[config.mk]
export PLATFORM = sky130hd
export DESIGN_NAME = io_xlate_unit
export DESIGN_NICKNAME = d
export VERILOG_FILES = /design/src/rtl/iox_pkg.sv /design/src/rtl/iox_regs.sv /design/src/rtl/iox_index.sv /design/src/rtl/iox_decode.sv /design/src/rtl/io_xlate_unit.sv
export SDC_FILE = /design/constraint.sdc
export NUM_CORES = 1
export LEC_CHECK = 0
export CELL_PAD_IN_SITES_DETAIL_PLACEMENT = 2
export CELL_PAD_IN_SITES_GLOBAL_PLACEMENT = 2
export CORE_ASPECT_RATIO = 0.5
export CORE_UTILIZATION = 29
export DETAILED_ROUTE_END_ITERATION = 10
export PLACE_DENSITY_LB_ADDON = 0.1
export SYNTH_ARGS = -nofsm -noshare
export SYNTH_HDL_FRONTEND = slang
export SYNTH_HIERARCHICAL = 1
export SYNTH_SLANG_ARGS = --single-unit
[constraint.sdc]
create_clock -name clk -period 4.1 [get_ports clk]
set_clock_uncertainty 0.2 [all_clocks]
set_input_delay 0.41 -clock clk [delete_from_list [all_inputs] [get_ports clk]]
set_output_delay 0.41 -clock clk [all_outputs]
set_load 0.1 [all_outputs]
[src/rtl/iox_pkg.sv]
`timescale 1ns/1ps
package iox_pkg;
    localparam int XW      = 64;
    localparam int HW      = 32;
    localparam int NREG    = 2;
    localparam int OFS_8K  = 13;
    localparam int OFS_64K = 16;
    localparam int IDX_MIN = 10;
    localparam logic [2:0] MAX_BIG_CODE = 3'd5;
    localparam logic [XW-1:0] MASK_8K  = 64'h1FFF;
    localparam logic [XW-1:0] MASK_64K = 64'hFFFF;

    typedef enum logic [1:0] {ST_IDLE, ST_FETCH, ST_WAIT, ST_DONE} iox_state_t;

    typedef struct packed {
        logic [XW-1:0] paddr;
        logic [XW-1:0] mask;
        logic          wr_ok;
        logic          fault;
    } iox_result_t;

    function automatic logic [XW-1:0] byte_reverse(input logic [XW-1:0] d);
        logic [XW-1:0] r;
        for (int k = 0; k < XW/8; k++) begin
            r[8*k +: 8] = d[XW-8-8*k +: 8];
        end
        return r;
    endfunction

    function automatic iox_result_t pass_result(input logic [XW-1:0] a);
        iox_result_t r;
        r.paddr = a;
        r.mask  = MASK_8K;
        r.wr_ok = 1'b1;
        r.fault = 1'b0;
        return r;
    endfunction

    function automatic iox_result_t fault_result();
        iox_result_t r;
        r.paddr = '0;
        r.mask  = '0;
        r.wr_ok = 1'b0;
        r.fault = 1'b1;
        return r;
    endfunction
endpackage

[src/rtl/iox_regs.sv]
`timescale 1ns/1ps
module iox_regs
    import iox_pkg::*;
(
    input  logic          clk,
    input  logic          rst,
    input  logic          wr_en,
    input  logic [3:0]    addr,
    input  logic [HW-1:0] wdata,
    output logic [HW-1:0] rdata,
    output logic [XW-1:0] ctl,
    output logic [XW-1:0] base
);
    logic aligned;
    assign aligned = (addr[1:0] == 2'b00);

    for (genvar g = 0; g < NREG; g++) begin : g_reg
        logic [XW-1:0] q;
        always_ff @(posedge clk) begin
            if (rst) begin
                q <= '0;
            end else if (wr_en && aligned && (addr[3] == 1'(g))) begin
                if (!addr[2]) q[XW-1:HW] <= wdata;
                else          q[HW-1:0]  <= wdata;
            end
        end
    end

    assign ctl  = g_reg[0].q;
    assign base = g_reg[1].q;

    always_comb begin
        logic [XW-1:0] sel;
        sel   = addr[3] ? base : ctl;
        rdata = '0;
        if (aligned) rdata = addr[2] ? sel[HW-1:0] : sel[XW-1:HW];
    end

    assert_ctl_lo_write_R2: assert property (@(posedge clk) disable iff (rst)
        (wr_en && addr == 4'h4) |=> ctl[HW-1:0] == $past(wdata));
    assert_base_hi_write_R2: assert property (@(posedge clk) disable iff (rst)
        (wr_en && addr == 4'h8) |=> base[XW-1:HW] == $past(wdata));
endmodule

[src/rtl/iox_index.sv]
`timescale 1ns/1ps
module iox_index
    import iox_pkg::*;
(
    input  logic [XW-1:0] addr,
    input  logic [XW-1:0] base,
    input  logic          big_tbl,
    input  logic [2:0]    size_code,
    output logic [XW-1:0] entry_addr,
    output logic          size_fault
);
    always_comb begin
        logic [5:0]    width;
        logic [5:0]    shift;
        logic [XW-1:0] field;
        size_fault = big_tbl && (size_code > MAX_BIG_CODE);
        width      = 6'(IDX_MIN) + {3'b000, size_code};
        shift      = big_tbl ? 6'(OFS_64K) : 6'(OFS_8K);
        field      = (addr >> shift) & ((64'd1 << width) - 64'd1);
        entry_addr = base + (field << 3);
    end
endmodule

[src/rtl/iox_decode.sv]
`timescale 1ns/1ps
module iox_decode
    import iox_pkg::*;
(
    input  logic [XW-1:0] raw,
    input  logic [XW-1:0] addr,
    output iox_result_t   res
);
    logic [XW-1:0] entry;
    logic          unused_entry_bits;

    assign entry = byte_reverse(raw);
    assign unused_entry_bits = ^{entry[62], entry[60:41], entry[12:2], entry[0]};

    always_comb begin
        if (!entry[63]) begin
            res = fault_result();
        end else begin
            res.fault = 1'b0;
            res.wr_ok = entry[1];
            if (entry[61]) begin
                res.mask  = MASK_64K;
                res.paddr = {23'b0, entry[40:16], 16'b0} | (addr & MASK_64K);
            end else begin
                res.mask  = MASK_8K;
                res.paddr = {23'b0, entry[40:13], 13'b0} | (addr & MASK_8K);
            end
        end
    end
endmodule

[src/rtl/io_xlate_unit.sv]
`timescale 1ns/1ps
module io_xlate_unit
    import iox_pkg::*;
(
    input  logic          clk,
    input  logic          rst,
    input  logic          reg_wr_en,
    input  logic [3:0]    reg_addr,
    input  logic [31:0]   reg_wdata,
    output logic [31:0]   reg_rdata,
    input  logic          req_valid,
    output logic          req_ready,
    input  logic [63:0]   req_addr,
    output logic          rsp_valid,
    output logic [63:0]   rsp_paddr,
    output logic [63:0]   rsp_mask,
    output logic          rsp_wr_ok,
    output logic          rsp_fault,
    output logic          mem_req_valid,
    output logic [63:0]   mem_req_addr,
    input  logic          mem_rsp_valid,
    input  logic [63:0]   mem_rsp_data
);
    logic [XW-1:0] ctl, base, ent_addr, ent_addr_q, addr_q;
    logic          size_fault, xl_en, accept, unused_ctl_bits;
    iox_state_t    state;
    iox_result_t   dec_res, res_q;

    iox_regs u_regs (
        .clk(clk), .rst(rst), .wr_en(reg_wr_en), .addr(reg_addr),
        .wdata(reg_wdata), .rdata(reg_rdata), .ctl(ctl), .base(base)
    );

    iox_index u_index (
        .addr(req_addr), .base(base), .big_tbl(ctl[2]), .size_code(ctl[18:16]),
        .entry_addr(ent_addr), .size_fault(size_fault)
    );

    iox_decode u_decode (.raw(mem_rsp_data), .addr(addr_q), .res(dec_res));

    assign xl_en           = ctl[0];
    assign unused_ctl_bits = ^{ctl[63:19], ctl[15:3], ctl[1]};
    assign req_ready       = (state == ST_IDLE);
    assign accept          = req_valid && req_ready;

    always_ff @(posedge clk) begin
        if (rst) begin
            state      <= ST_IDLE;
            res_q      <= '0;
            addr_q     <= '0;
            ent_addr_q <= '0;
        end else begin
            case (state)
                ST_IDLE: if (accept) begin
                    addr_q <= req_addr;
                    if (!xl_en) begin
                        res_q <= pass_result(req_addr);
                        state <= ST_DONE;
                    end else if (size_fault) begin
                        res_q <= fault_result();
                        state <= ST_DONE;
                    end else begin
                        ent_addr_q <= ent_addr;
                        state      <= ST_FETCH;
                    end
                end
                ST_FETCH: state <= ST_WAIT;
                ST_WAIT: if (mem_rsp_valid) begin
                    res_q <= dec_res;
                    state <= ST_DONE;
                end
                default: state <= ST_IDLE;
            endcase
        end
    end

    assign rsp_valid     = (state == ST_DONE);
    assign rsp_paddr     = res_q.paddr;
    assign rsp_mask      = res_q.mask;
    assign rsp_wr_ok     = res_q.wr_ok;
    assign rsp_fault     = res_q.fault;
    assign mem_req_valid = (state == ST_FETCH);
    assign mem_req_addr  = ent_addr_q;

    assert_busy_after_accept_R11: assert property (@(posedge clk) disable iff (rst)
        accept |=> !req_ready);
    assert_single_mem_req_R11: assert property (@(posedge clk) disable iff (rst)
        mem_req_valid |=> !mem_req_valid);
    assert_rsp_after_mem_R11: assert property (@(posedge clk) disable iff (rst)
        (state == ST_WAIT && mem_rsp_valid) |=> rsp_valid);
    assert_passthrough_R3: assert property (@(posedge clk) disable iff (rst)
        (accept && !xl_en) |=> (rsp_valid && !mem_req_valid && rsp_wr_ok
                                && rsp_paddr == $past(req_addr)));
    assert_fault_clean_R8: assert property (@(posedge clk) disable iff (rst)
        (rsp_valid && rsp_fault) |-> (!rsp_wr_ok && rsp_paddr == '0 && rsp_mask == '0));
    assert_size_fault_R6: assert property (@(posedge clk) disable iff (rst)
        (accept && xl_en && size_fault) |=> (rsp_valid && rsp_fault));
endmodule

==> reports/results.ini <==
[run_status]
status=finished, final reports clean

[power_and_ir_drop]
seqPwrFrac_pct=29.2
leakagePower_nw=10.6
switching_share_pct=46.0
power_density_nw_per_um2=502
p_int_mw=7.21
power_frac_clock_pct=26.5
p_comb_share_pct=44.3
switching_power_mw=6.14
report.power.total_mw=13.3
vdd_drop_max_mv=0.452

[layout]
design_area_um2=26600
fin_cells=3711
nets=3020
area_growth_pct=33.0
drive_gt1_share_pct=15.3

[hold_path]
min-delay-path-class=primary input to flop
min_from=rst
min_to=mem_req_addr[18]
min_path_cells=2

[global_routing]
antenna_found_initial=12
grt_pass1_vias=19700
grt_usage_pct=21.9
grt_pass1_wl_um=120000
grt_max_degree=117
grt.overflow.total=0

[floorplan]
io_pins=398
start_util_pct=29.6
coreArea_um2=67600
rows=67
die_w_um=373
die_y_um=188
die_area_um2=70100

[route]
num_vias=18700
wire_per_inst_um=21.5
vias_per_cell=5.03
routed_wl_um=79900
ant_nets=0
remaining_drc_errors=0
drt_iter0_drc=740
firstDrtPassIters=5

[setup_path]
path_max_fanout=6
reg2reg_to=mem_req_addr[60]
r2r_slack_ps=100
critical_path_class=flop to flop
cp-start-kind=flop
r2r-start=u_regs/ctl[17]
required_ps=4380
cp-end-kind=flop
rr_worst_depth=17
cp.arrival_ps=4280

[placed_design]
io_buffers=364
placed_area_um2=25000
placedCellCount=3631
dp_hpwl_um=57200
gp_congestion=0.890

[cts]
cts_sinks=340
cts_max_level=2
clk_path_buf_depth=3
clkTransAtPathRegs_ps=80
cts_tree=done
cts-buffers-inserted=38
cts_root_buffer=clkbuf_16
insertion_delay_ps=580
cts_hold_buf=0

[yosys]
synth_cells=2371
yosysWarningCount=6
synth.avg_cell_area_um2=8.43
synthesis.area_um2=20000

[sta]
min_period_over_period_pct=97.5
hold_viol=0
whs_ps=144
setup_viol=0
slew_headroom_pct=16.0
rsz0062_at_grt=yes
slew_violations=0
max_freq_mhz=250
setup_tns_ps=0
min_period_ps=4000
worstMarginPinSlew_ps=1260

[flow_run]
drv_cap=0

## power groups by stage
stage               combinational (mW)  clock [mW]  sequential (mW)
finish                            5.91        3.54             3.89
global route                      6.23        3.82             3.94
CTS                               5.95        3.66             3.90
detailed placement                5.93           0             3.96
global placement                  5.88           0             3.95
floorplan                         2.14           0             6.19
## flip-flops by register name (all words and copies together), names as in the netlist
signal        count
addr_q           16
mem_req_addr     64
rsp_fault         1
rsp_mask         64
rsp_paddr        64
rsp_wr_ok         1
state             2
u_regs/base      64
u_regs/ctl       64
## layout make-up
type	count	area, um^2
antenna	6	15.0
clock buffer	57	1090
clock inverter	10	131
fill	7623	41000
inverter	26	97.6
multi-input combinational	1839	12400
sequential	340	6820
tap	897	1120
timing repair buffer	536	4930
## stage by stage
| step | util (%) | setup WS (ps) |
|---|---|---|
| after floorplan | - | 56.4 |
| after global placement | 37.0 | -273 |
| after detailed placement | 37.0 | -362 |
| after CTS | 38.9 | 2.59 |
| after global routing | 39.3 | -104 |
| final | 39.3 | 104 |
## how the worst max path moves through the flow
stage                         from                to  slack, ps  depth (start not counted)
floorplan           u_regs/ctl[17]  mem_req_addr[60]         60                         18
global placement      req_addr[17]  mem_req_addr[51]       -270                         17
detailed placement    req_addr[14]  mem_req_addr[51]       -360                         17
CTS                  u_regs/ctl[2]  mem_req_addr[58]          3                         17
global route        u_regs/ctl[17]  mem_req_addr[56]       -100                         19
finish              u_regs/ctl[17]  mem_req_addr[60]        100                         17
## layout by cell type (no fill, tap or decap), drive strengths merged, types with 7 or more instances in the layout
master and n:
o21ai 91, ha 69, nor3b 66, inv 26, xor2 21, nand2 274, nor2 70, dfxtp 340
mux2i 151, clkdlybuf4s50 328, conb 110, o21bai 18, a21oi 382, and3 8, nand2b 169, a211oi 87
mux4 32, a31oi 9, a21o 32, xnor2 34, and2 80, buf 208, nand3 10, nor3 18
mux2 7, nor2b 8, o31ai 8, nand4 25, clkbuf 57
## routing by layer
metal | track usage, % | share of wire (%)
met5 | 0 | 0
met2 | 38.0 | 49
met3 | 2.97 | 2.8
met4 | 5.86 | 2.0
met1 | 28.5 | 46
## repair_timing
item / in CTS / in global routing
resized for setup: 11 / 58
setup endpoints to repair: 13 / 23
buffers inserted: 0 / 8
pin swaps: 4 / 26
## critical path, cell delays in order (launching register included)
cell      delay [ps]
dfxtp_2          350
inv_2             50
ha_4             300
nor2b_4          200
o22a_1           160
nor2_1            60
ha_1             360
nand2_2           70
or3_4            320
a211o_1          330
a31oi_4          270
o21ai_4          110
o31ai_4          320
a311oi_4         180
o31ai_2          240
xor2_1           170
nand2_1           60
a21oi_1          140
Power figures use the tool's default switching activity.
